## src/rtl/lvp_pkg.sv

```systemverilog
package lvp_pkg;

    localparam int CONF_W = 3;
    localparam int OBS_W  = 2;
    localparam logic [CONF_W-1:0] CONF_MAX  = 3'd7;
    localparam logic [CONF_W-1:0] THR_RESET = 3'd4;

    typedef enum logic [1:0] {
        MODE_LAST   = 2'd0,
        MODE_STRIDE = 2'd1,
        MODE_ADAPT  = 2'd2,
        MODE_OFF    = 2'd3
    } pmode_e;

    typedef struct packed {
        logic              live;
        logic [OBS_W-1:0]  nobs;
        logic [CONF_W-1:0] conf;
    } meta_t;

    function automatic logic [CONF_W-1:0] conf_step(input logic [CONF_W-1:0] c, input logic up);
        if (up) return (c == CONF_MAX) ? c : c + 1'b1;
        return (c == '0) ? c : c - 1'b1;
    endfunction

    function automatic logic [OBS_W-1:0] obs_step(input logic [OBS_W-1:0] n);
        return (n == '1) ? n : n + 1'b1;
    endfunction

endpackage

```

## src/rtl/lvp_entry.sv

```systemverilog
module lvp_entry
    import lvp_pkg::*;
#(
    parameter int PC_W   = 32,
    parameter int DATA_W = 32
) (
    input  logic              clk,
    input  logic              rst,
    input  logic              clear,
    input  logic              cfg_sel,
    input  logic [PC_W-1:0]   cfg_pc,
    input  logic              upd_sel,
    input  logic [DATA_W-1:0] upd_value,
    output meta_t             meta,
    output logic [PC_W-1:0]   tag,
    output logic [DATA_W-1:0] h1,
    output logic [DATA_W-1:0] h2
);

    logic [DATA_W-1:0] stride_guess;
    logic              two_obs;

    assign stride_guess = h1 + (h1 - h2);
    assign two_obs      = (meta.nobs >= OBS_W'(2));

    always_ff @(posedge clk) begin
        if (rst || clear) begin
            meta <= '0;
            tag  <= '0;
            h1   <= '0;
            h2   <= '0;
        end else if (cfg_sel) begin
            meta.live <= 1'b1;
            meta.nobs <= '0;
            meta.conf <= '0;
            tag       <= cfg_pc;
            h1        <= '0;
            h2        <= '0;
        end else if (upd_sel) begin
            h2        <= h1;
            h1        <= upd_value;
            meta.nobs <= obs_step(meta.nobs);
            if (two_obs)
                meta.conf <= conf_step(meta.conf, upd_value == stride_guess);
        end
    end

    // Saturation: the counter never wraps across its range ends
    assert_conf_top_R5: assert property (@(posedge clk) disable iff (rst)
        (meta.conf == CONF_MAX && !clear && !cfg_sel) |=> (meta.conf != '0));

    assert_conf_bottom_R5: assert property (@(posedge clk) disable iff (rst)
        (meta.conf == '0 && !clear && !cfg_sel) |=> (meta.conf != CONF_MAX));

    // Confidence frozen until two observations exist
    assert_conf_needs_history_R5: assert property (@(posedge clk) disable iff (rst)
        (upd_sel && !clear && !cfg_sel && meta.nobs < OBS_W'(2)) |=> $stable(meta.conf));

endmodule

```

## src/rtl/lvp_match.sv

```systemverilog
module lvp_match #(
    parameter int N    = 8,
    parameter int PC_W = 32,
    localparam int IDX_W = (N > 1) ? $clog2(N) : 1
) (
    input  logic [N-1:0]     live,
    input  logic [PC_W-1:0]  tags [N],
    input  logic [PC_W-1:0]  key,
    output logic             hit,
    output logic [IDX_W-1:0] idx
);

    // Scan from the top down so the lowest matching index wins
    always_comb begin
        hit = 1'b0;
        idx = '0;
        for (int i = N - 1; i >= 0; i--) begin
            if (live[i] && tags[i] == key) begin
                hit = 1'b1;
                idx = IDX_W'(i);
            end
        end
    end

endmodule

```

## src/rtl/lvp_predict.sv

```systemverilog
module lvp_predict
    import lvp_pkg::*;
#(
    parameter int DATA_W = 32
) (
    input  logic [1:0]        mode,
    input  logic              sel,
    input  logic [OBS_W-1:0]  nobs,
    input  logic [CONF_W-1:0] conf,
    input  logic [CONF_W-1:0] thr,
    input  logic [DATA_W-1:0] h1,
    input  logic [DATA_W-1:0] h2,
    output logic              issue,
    output logic [DATA_W-1:0] value
);

    pmode_e            pm;
    logic              two_obs;
    logic [DATA_W-1:0] stride_guess;

    assign pm           = pmode_e'(mode);
    assign two_obs      = (nobs >= OBS_W'(2));
    assign stride_guess = h1 + (h1 - h2);

    always_comb begin
        issue = 1'b0;
        value = h1;
        unique case (pm)
            MODE_LAST:   begin issue = sel && (nobs != '0);               value = h1;           end
            MODE_STRIDE: begin issue = sel && two_obs;                    value = stride_guess; end
            MODE_ADAPT:  begin issue = sel && two_obs && (conf >= thr);  value = stride_guess; end
            MODE_OFF:    begin issue = 1'b0;                              value = h1;           end
        endcase
    end

endmodule

```

## src/rtl/lvp_stats.sv

```systemverilog
module lvp_stats #(
    parameter int CNT_W = 16,
    parameter int NUM   = 3
) (
    input  logic             clk,
    input  logic             rst,
    input  logic [NUM-1:0]   inc,
    output logic [CNT_W-1:0] cnt [NUM]
);

    for (genvar g = 0; g < NUM; g++) begin : g_cnt
        always_ff @(posedge clk) begin
            if (rst)         cnt[g] <= '0;
            else if (inc[g]) cnt[g] <= cnt[g] + 1'b1;
        end
    end

endmodule

```

## src/rtl/miss_value_predictor.sv

```systemverilog
module miss_value_predictor
    import lvp_pkg::*;
#(
    parameter int N_ENTRIES = 8,
    parameter int PC_W      = 32,
    parameter int DATA_W    = 32,
    parameter int CNT_W     = 16,
    localparam int IDX_W    = (N_ENTRIES > 1) ? $clog2(N_ENTRIES) : 1
) (
    input  logic              clk,
    input  logic              rst,
    input  logic [1:0]        mode_i,
    input  logic              cfg_we,
    input  logic [IDX_W-1:0]  cfg_idx,
    input  logic [PC_W-1:0]   cfg_pc,
    input  logic              cfg_clear,
    input  logic              thr_we,
    input  logic [2:0]        thr_val,
    input  logic              lk_miss,
    input  logic [PC_W-1:0]   lk_pc,
    output logic              pred_valid,
    output logic [DATA_W-1:0] pred_value,
    input  logic              upd_valid,
    input  logic [PC_W-1:0]   upd_pc,
    input  logic [DATA_W-1:0] upd_value,
    output logic [CNT_W-1:0]  cnt_issued,
    output logic [CNT_W-1:0]  cnt_correct,
    output logic [CNT_W-1:0]  cnt_skipped
);

    localparam int N_STATS = 3;

    meta_t             meta_a [N_ENTRIES];
    logic [PC_W-1:0]   tag_a  [N_ENTRIES];
    logic [DATA_W-1:0] h1_a   [N_ENTRIES];
    logic [DATA_W-1:0] h2_a   [N_ENTRIES];
    logic [N_ENTRIES-1:0] live_v;

    logic [CONF_W-1:0] thr_q;
    logic              lk_hit, up_hit;
    logic [IDX_W-1:0]  lk_idx, up_idx;
    logic              lk_sel, up_sel;
    logic              lk_issue, up_issue;
    logic [DATA_W-1:0] lk_value, up_value;
    logic [CONF_W-1:0] lk_conf;
    logic              skip_now, correct_now;
    logic [CNT_W-1:0]  stat_cnt [N_STATS];

    always_ff @(posedge clk) begin
        if (rst)         thr_q <= THR_RESET;
        else if (thr_we) thr_q <= thr_val;
    end

    for (genvar g = 0; g < N_ENTRIES; g++) begin : g_entry
        assign live_v[g] = meta_a[g].live;
        lvp_entry #(.PC_W(PC_W), .DATA_W(DATA_W)) u_entry (
            .clk       (clk),
            .rst       (rst),
            .clear     (cfg_clear),
            .cfg_sel   (cfg_we && cfg_idx == IDX_W'(g)),
            .cfg_pc    (cfg_pc),
            .upd_sel   (up_sel && up_idx == IDX_W'(g)),
            .upd_value (upd_value),
            .meta      (meta_a[g]),
            .tag       (tag_a[g]),
            .h1        (h1_a[g]),
            .h2        (h2_a[g])
        );
    end

    lvp_match #(.N(N_ENTRIES), .PC_W(PC_W)) u_lk_match (
        .live (live_v), .tags (tag_a), .key (lk_pc), .hit (lk_hit), .idx (lk_idx)
    );

    lvp_match #(.N(N_ENTRIES), .PC_W(PC_W)) u_up_match (
        .live (live_v), .tags (tag_a), .key (upd_pc), .hit (up_hit), .idx (up_idx)
    );

    assign lk_sel  = lk_miss && lk_hit;
    assign up_sel  = upd_valid && up_hit;
    assign lk_conf = meta_a[lk_idx].conf;

    lvp_predict #(.DATA_W(DATA_W)) u_lk_pred (
        .mode  (mode_i),
        .sel   (lk_sel),
        .nobs  (meta_a[lk_idx].nobs),
        .conf  (lk_conf),
        .thr   (thr_q),
        .h1    (h1_a[lk_idx]),
        .h2    (h2_a[lk_idx]),
        .issue (lk_issue),
        .value (lk_value)
    );

    // Same predictor evaluated on the pre-training state of the updated entry
    lvp_predict #(.DATA_W(DATA_W)) u_up_pred (
        .mode  (mode_i),
        .sel   (up_sel),
        .nobs  (meta_a[up_idx].nobs),
        .conf  (meta_a[up_idx].conf),
        .thr   (thr_q),
        .h1    (h1_a[up_idx]),
        .h2    (h2_a[up_idx]),
        .issue (up_issue),
        .value (up_value)
    );

    assign pred_valid  = lk_issue;
    assign pred_value  = lk_value;
    assign skip_now    = lk_sel && (pmode_e'(mode_i) == MODE_ADAPT) && !lk_issue;
    assign correct_now = up_issue && (up_value == upd_value);

    lvp_stats #(.CNT_W(CNT_W), .NUM(N_STATS)) u_stats (
        .clk (clk),
        .rst (rst),
        .inc ({skip_now, correct_now, lk_issue}),
        .cnt (stat_cnt)
    );

    assign cnt_issued  = stat_cnt[0];
    assign cnt_correct = stat_cnt[1];
    assign cnt_skipped = stat_cnt[2];

    assert_pred_needs_miss_R1: assert property (@(posedge clk) disable iff (rst)
        !lk_miss |-> !pred_valid);

    assert_adapt_gate_R6: assert property (@(posedge clk) disable iff (rst)
        (mode_i == 2'd2 && pred_valid) |-> (lk_conf >= thr_q));

    assert_clear_empties_R8: assert property (@(posedge clk) disable iff (rst)
        cfg_clear |=> !pred_valid);

    assert_issue_counted_R9: assert property (@(posedge clk) disable iff (rst)
        pred_valid |=> (cnt_issued == $past(cnt_issued) + 1'b1));

    assert_issue_idle_R9: assert property (@(posedge clk) disable iff (rst)
        !pred_valid |=> $stable(cnt_issued));

endmodule

```

## config.mk

```make
export PLATFORM = sky130hd
export DESIGN_NAME = miss_value_predictor
export DESIGN_NICKNAME = d
export VERILOG_FILES = /design/src/rtl/lvp_pkg.sv /design/src/rtl/lvp_entry.sv /design/src/rtl/lvp_match.sv /design/src/rtl/lvp_predict.sv /design/src/rtl/lvp_stats.sv /design/src/rtl/miss_value_predictor.sv
export SDC_FILE = /design/constraint.sdc
export NUM_CORES = 2
export LEC_CHECK = 0
export BUFFER_PORTS_ARGS = -buffer_cell sky130_fd_sc_hd__buf_2
export CELL_PAD_IN_SITES_DETAIL_PLACEMENT = 0
export CELL_PAD_IN_SITES_GLOBAL_PLACEMENT = 1
export CORE_ASPECT_RATIO = 2
export CORE_UTILIZATION = 33
export DETAILED_ROUTE_END_ITERATION = 6
export HOLD_SLACK_MARGIN = 0.15
export PLACE_DENSITY_LB_ADDON = 0.1
export SKIP_CTS_REPAIR_TIMING = 1
export SYNTH_ARGS = -nofsm -noshare
export SYNTH_HDL_FRONTEND = slang
export SYNTH_HIERARCHICAL = 1
export SYNTH_SLANG_ARGS = --single-unit
```

## constraint.sdc

```tcl
create_clock -name clk -period 13.6 [get_ports clk]
set_input_delay 2.04 -clock clk [delete_from_list [all_inputs] [get_ports clk]]
set_output_delay 2.04 -clock clk [all_outputs]
set_load 0.01 [all_outputs]
```

After elaboration in Yosys (flattened, before gate mapping)
Index checks and enable logic that the tools add are counted.
{"block": "classes", "addsub": 47, "n_lt_le_gt_ge": 14, "eq_ne": 74, "n_mux": 126, "bitwise": 10, "n_reduce_logical": 84}
{"cell": "32-bit equality test", "n": 25}
{"cell": "32-bit binary-select mux with 3-bit select", "n": 4}
{"cell": "32-bit adder", "n": 10}
{"cell": "32-bit subtractor", "n": 10}
{"cell": "32-bit 2-to-1 mux", "n": 8}
{"cell": "3-bit 2-to-1 mux", "n": 48}
{"cell": "32-bit case mux with 2 select lines", "n": 2}
{"cell": "1-bit 2-to-1 mux", "n": 56}
{"cell": "16-bit by 1-bit adder with 16-bit output, second input constant", "n": 3}
{"cell": "3-bit equality test, second input constant", "n": 16}
{"cell": "1-bit logical AND", "n": 43}
{"cell": "6-bit binary-select mux with 3-bit select", "n": 2}
{"cell": "4-bit AND reduction", "n": 8}
{"cell": "3-bit logical NOT", "n": 10}
{"cell": "3-bit by 1-bit adder with 3-bit output, second input constant", "n": 8}
{"cell": "3-bit inequality test, second input constant", "n": 8}
{"cell": "3-bit by 1-bit subtractor with 3-bit output, second input constant", "n": 8}
{"cell": "2-bit equality test, second input constant", "n": 10}
{"cell": "2-bit greater-or-equal comparator, second input constant", "n": 10}
{"cell": "5-bit 2-to-1 mux", "n": 4}
{"cell": "2-bit OR reduction", "n": 10}
{"cell": "2-bit by 1-bit adder with 2-bit output, second input constant", "n": 8}
{"cell": "2-bit by 1-bit inequality test with 1-bit output, second input constant", "n": 8}
{"cell": "2-bit AND reduction", "n": 8}
{"cell": "other kinds (12)", "n": 28}
{"block": "word_totals", "ff_bits": 867}

Longest topological paths before layout
{"block": "depth", "word_depth": 20, "depth_mapped": 33}

Cells and area by module
Netlist, hierarchy kept.
{"module": "lvp_entry (g_entry[0].u_entry ...)", "instances": 6, "cells_per_inst": 812, "area_per_inst_um2": 6723.9, "seq_area_each_um2": 2042.0}
{"module": "lvp_entry (g_entry[6].u_entry ...)", "instances": 2, "cells_per_inst": 723, "area_per_inst_um2": 6233.5, "seq_area_each_um2": 2042.0}
{"module": "miss_value_predictor", "instances": 1, "cells_per_inst": 576, "area_per_inst_um2": 8867.3, "seq_area_each_um2": 60.1}
{"module": "lvp_match", "instances": 2, "cells_per_inst": 394, "area_per_inst_um2": 3164.3, "seq_area_each_um2": 0.0}
{"module": "lvp_predict (u_up_pred)", "instances": 1, "cells_per_inst": 361, "area_per_inst_um2": 2496.1, "seq_area_each_um2": 0.0}
{"module": "lvp_predict (u_lk_pred)", "instances": 1, "cells_per_inst": 356, "area_per_inst_um2": 2422.3, "seq_area_each_um2": 0.0}
{"module": "lvp_stats", "instances": 1, "cells_per_inst": 238, "area_per_inst_um2": 2107.0, "seq_area_each_um2": 960.9}

Worst setup path before layout
OpenSTA, ideal clock, no wires.
{"block": "synth_timing", "path_type": "input to output", "startpoint": "input lk_pc[17]", "endpoint": "output pred_value[26]", "t_arrival_ps": 6655, "required_time_ps": 11560, "slack_ps": 4905, "path_stages": 22, "path_buffers": 4, "cell_sequence": "buf_4 xnor2_2 nand4_1 nor4_1 nand4_1 or4_4 o21ai_2 nand2_1 a21oi_1 clkbuf_1 buf_6 buf_6 mux4_2 mux2_2 fa_1 a21oi_2 o221ai_2 a311oi_2 o21ai_1 a21oi_1 xnor2_1 mux2_2"}
{"block": "synth_between", "elab_chain_len": 17}
{"element": "start: declaration", "line": "miss_value_predictor.sv:20", "rtl": "input logic [PC_W-1:0] lk_pc,"}
{"element": "32-bit equality test", "line": "lvp_match.sv:18", "rtl": "if (live[i] && tags[i] == key) begin"}
{"element": "1-bit logical AND", "line": "lvp_match.sv:18"}
{"element": "3-bit 2-to-1 mux (7 in a row)", "line": "lvp_match.sv:18"}
{"element": "3-bit 2-to-1 mux (*)", "line": "lvp_match.sv:18"}
{"element": "net lk_idx[0]", "line": "miss_value_predictor.sv:41", "rtl": "logic [IDX_W-1:0] lk_idx, up_idx;"}
{"element": "3-bit NOT with 4-bit output (implied by the code) (*)", "line": "miss_value_predictor.sv:89, miss_value_predictor.sv:90"}
{"element": "32-bit binary-select mux with 3-bit select (on tied branches)", "line": "miss_value_predictor.sv:89, miss_value_predictor.sv:90"}
{"element": "32-bit 2-to-1 mux (on tied branches) (2 in a row)", "line": "miss_value_predictor.sv:89, miss_value_predictor.sv:90"}
{"element": "32-bit subtractor", "line": "lvp_predict.sv:23", "rtl": "assign stride_guess = h1 + (h1 - h2);"}
{"element": "32-bit adder", "line": "lvp_predict.sv:23"}
{"element": "32-bit case mux with 2 select lines (*)", "line": "lvp_predict.sv:28", "rtl": "unique case (pm)"}
{"element": "end: declaration", "line": "miss_value_predictor.sv:22", "rtl": "output logic [DATA_W-1:0] pred_value,"}
Mark *: on every way through the listed nets, which the timed path passes. The rest lies on a longest branch. The select of a mux whose other input is x is not followed.

Final worst setup path
{"block": "layout_timing", "startpoint": "input lk_pc[15]", "endpoint": "output pred_value[31]"}
The elaborated chain is that of the path after synthesis.

==> summary.txt <==
Layout
  • Net count of the finished layout: 9145
  • Share of layout cells above drive strength 1: 15.0%
  • Filler cell count: 23700
  • Final Util: 36.6%
  • Area of all placed cells without fillers: 0.0828 mm²
  • Area overhead of the layout relative to synthesis: 10.3%

Timing
  • Min Clock Period, post-route: 12280 ps
  • Hold_ws: 491 ps
  • Worst slew margin relative to its limit: -6.15%
  • Setup TNS: 0 ps
  • Clock skew: 80.0 ps
  • Max-slew violation total from the final report: 15
  • Count of final hold-check violations: 0
  • Upper clock frequency limit: 81.4 MHz
  • Setup repair after global routing missed its margin: false
  • Final clock period utilization by the worst path: 90.3%
  • Transition time at the pin with the least slew margin: 1590 ps
  • Setup violation total in the final timing report: 0

Drt
  • Routed Wire Length: 519000 µm
  • DRC Markers: 0
  • Remaining number of nets flagged by the antenna check after routing: 0
  • Vias per cell: 6.34
  • Drt initial violations: 6850
  • DR pass1 iterations: 6
  • WL/cell: 43.9 µm
  • Via count of the routed design: 75000

Yosys
  • Total of warnings raised by yosys: 6
  • Ys flop type: sky130_fd_sc_hd__dfxtp_1
  • Sequential share of the synthesized area: 23.1%
  • Post-Synthesis Net Count: 9129
  • Top area cells in the synthesized netlist: sky130_fd_sc_hd__dfxtp_1 (23%), sky130_fd_sc_hd__mux2i_1 (11%), sky130_fd_sc_hd__mux4_2 (8.3%)
  • Library cell with the largest summed area after synthesis: sky130_fd_sc_hd__dfxtp_1
  • Netlist Area Pre-Place: 0.0750 mm²
  • Share of synthesized registers carrying an async set or reset: 0%
  • Count of flip-flops with a built-in enable after synthesis: 0
  • #FFs+latches synth: 867
  • Post-Syn Instances: 8637
  • Number of distinct standard cells referenced by the synthesized netlist: 111
  • Synthesized area divided by synthesized cell count: 8.69 µm²
  • Share of the synthesized area in the top cell type: 23.1%

Global route
  • Remaining global-route overflow: 0
  • Overall fraction of global-route tracks in use: 44.7%
  • First-pass GRT wire length: 690000 µm
  • Maximum number of pins on one net before global-route repair: 82
  • Antenna violations before repair: 98
  • Vias in the first global route: 73000

CTS
  • CTS max path bufs: 3
  • Max H-tree Level: 3
  • Clock tree from TritonCTS: built
  • Clock Sinks: 867
  • Clock slew seen by the registers of the worst setup and hold paths: 70 ps
  • Worst-Skew Late Latency: 830 ps
  • Root cell of the clock tree: sky130_fd_sc_hd__clkbuf_16
  • Number of clock buffers inserted by TritonCTS: 94

Critical path
  • Element type at the critical path start: input port
  • Data arrival at the endpoint of the critical path: 10240 ps
  • Cell type of the slowest stage on the worst timing path: sky130_fd_sc_hd__nand4_1
  • Delay contributed by the slowest stage of the critical path: 1390 ps
  • Kind of critical path: in2out
  • Crit path max fanout: 65
  • Data required time at the worst endpoint: 11560 ps
  • Category of the worst setup path capture point: output pin
  • Cell chain of the critical path: buf_2 -> xnor2_2 -> nand4_1 -> nor3_1 -> buf_4 -> nand3_1 -> a31oi_1 -> nor2_4 -> buf_4 -> mux4_2 -> mux2_2 -> ha_1 -> nand2_1 -> nor2_1 -> nand4_1 -> o211a_1 -> o31a_1 -> o41ai_2 -> buf_2

Flow run
  • Max-cap violations: 3

Outcome
  • Outcome: finished with violations
  • Violations in the final reports: max-capacitance violations, max-slew violations

Placement
  • Port Buffer Count: 223
  • HPWL reported at the end of detailed placement: 412000 µm
  • GPL Wtd Cong: 1.13
  • Standard cell area after detailed placement: 0.0790 mm²

Floorplanning
  • Initial cell density of the core: 33.2%
  • Chip width: 339 µm
  • I/O pin count: 224
  • Die height: 676 µm
  • Placement Rows: 247
  • Area enclosed by the die boundary: 0.229 mm²
  • Standard cell core area: 0.226 mm²

Power
  • Total leakage power: 29.3 nW
  • Total power density per cell area: 75.4 mW/mm²
  • Total power consumption of the routed design: 6.24 mW
  • Worst-case vdd ir drop: 115 µV

Min path
  • Hold/Removal Path Class: reg2reg
layout by cell type (no fill, tap or decap), types with 53 or more instances in the layout:
master	instances
sky130_fd_sc_hd__xnor2_1	640
sky130_fd_sc_hd__a21oi_1	401
sky130_fd_sc_hd__dfxtp_1	867
sky130_fd_sc_hd__nor3_1	119
sky130_fd_sc_hd__nor2_1	1166
sky130_fd_sc_hd__buf_4	174
sky130_fd_sc_hd__o21ai_0	213
sky130_fd_sc_hd__ha_1	330
sky130_fd_sc_hd__diode_2	109
sky130_fd_sc_hd__mux4_2	276
sky130_fd_sc_hd__a21o_1	110
sky130_fd_sc_hd__clkbuf_16	95
sky130_fd_sc_hd__mux2i_1	836
sky130_fd_sc_hd__nor2b_1	71
sky130_fd_sc_hd__nor4_1	134
sky130_fd_sc_hd__nand4_1	240
sky130_fd_sc_hd__o211ai_1	53
sky130_fd_sc_hd__a211oi_1	53
sky130_fd_sc_hd__nand3_1	166
sky130_fd_sc_hd__buf_2	224
sky130_fd_sc_hd__o21a_1	61
sky130_fd_sc_hd__inv_1	442
sky130_fd_sc_hd__nand2_1	406
sky130_fd_sc_hd__mux2_2	198
sky130_fd_sc_hd__xor2_1	316
final timing paths:
kind | startpoint | end | slack, ps | cells after the start
setup / recovery | lk_pc[15] | pred_value[31] | 1320 | 19
hold / removal | g_entry[5].u_entry/meta[5] | g_entry[5].u_entry/meta[5] | 490 | 2
setup reg to reg | g_entry[2].u_entry/tag[21] | u_stats/cnt[29] | 2830 | 28
hold reg to reg | g_entry[5].u_entry/meta[5] | g_entry[5].u_entry/meta[5] | 490 | 2
cell usage after synthesis (49+ instances only):
cell type                  instances
sky130_fd_sc_hd__ha_1            331
sky130_fd_sc_hd__or3_1            50
sky130_fd_sc_hd__a21o_1          110
sky130_fd_sc_hd__mux2i_1         836
sky130_fd_sc_hd__nand4_1         240
sky130_fd_sc_hd__o21ai_0         213
sky130_fd_sc_hd__nor2_1         1178
sky130_fd_sc_hd__inv_1           442
sky130_fd_sc_hd__xor2_1          318
sky130_fd_sc_hd__nand2_1         406
sky130_fd_sc_hd__nor2b_1          71
sky130_fd_sc_hd__nor3_1          123
sky130_fd_sc_hd__buf_6            56
sky130_fd_sc_hd__nor4_1          142
sky130_fd_sc_hd__nand2b_1         49
sky130_fd_sc_hd__mux2_2          198
sky130_fd_sc_hd__o21a_1           61
sky130_fd_sc_hd__nand3_1         166
sky130_fd_sc_hd__dfxtp_1         867
sky130_fd_sc_hd__o211ai_1         53
sky130_fd_sc_hd__xnor2_1         647
sky130_fd_sc_hd__a21oi_1         403
sky130_fd_sc_hd__buf_2           126
sky130_fd_sc_hd__clkbuf_1        229
sky130_fd_sc_hd__a211oi_1         53
sky130_fd_sc_hd__mux4_2          276
sky130_fd_sc_hd__buf_1            53
sequential cells by signal, summed over array words and instances (netlist names):
signal,cells
g_entry.u_entry/tag,256
g_entry.u_entry/meta,48
g_entry.u_entry/h2,256
u_stats/cnt,48
g_entry.u_entry/h1,256
thr_q,3
worst max-delay path, delay by kind of cell:
kind | cells | cell delay, ps
compound gates | 4 | 1470
xor+xnor | 1 | 840
fa+ha+maj | 1 | 510
buf+inv | 4 | 1160
mux | 2 | 840
simple gates | 7 | 3150
through the flow:
stage                     worst slack (ps)  instances
after floorplan                       4910       8637
after global placement                1140      11500
after detailed placement              1230      11500
after CTS                             1860      11700
after global routing                  1220      11800
final                                 1320      11800
cell type report:
cell class / count / area (µm²) / share of cell area [%]
Clock buffer: 128 / 2680 / 3.24
Sequential cell: 867 / 17400 / 21.0
Tap cell: 2988 / 3740 / 4.52
Clock inverter: 44 / 634 / 0.766
Antenna cell: 109 / 273 / 0.330
Inverter: 448 / 1680 / 2.03
Multi-Input combinational cell: 6835 / 53800 / 65.0
Timing Repair Buffer: 407 / 2600 / 3.14
power by group:
part           internal [mW]  switching (mW)
sequential              2.54          0.0143
clock                   1.59            1.34
combinational          0.186           0.568
total                   4.32            1.92
per-layer routing:
layer	part of all wire [%]	vias to the layer above	GRT usage (%)
met5	0.025	-	0.274
met4	15	20	55.5
met3	6.8	2128	13.5
met2	49	4206	76.2
met1	29	37300	37.7
li1	-	31400	-
cells by family (layout without fill, tap and decap cells):
family / after synthesis / after routing / synth area share [%]
multiplexers: 1310 / 1310 / 22.4
XOR/XNOR: 973 / 973 / 11.4
AO/OA/AOI/OAI: 1419 / 1419 / 13.0
adder cells (fa/ha/maj): 349 / 349 / 6.00
buffers and inverters: 935 / 1027 / 5.56
flip-flops: 867 / 867 / 23.1
AND/OR/NAND/NOR: 2784 / 2784 / 18.5
other: 0 / 109 / 0
No activity file was read; power rests on OpenSTA's default activity.
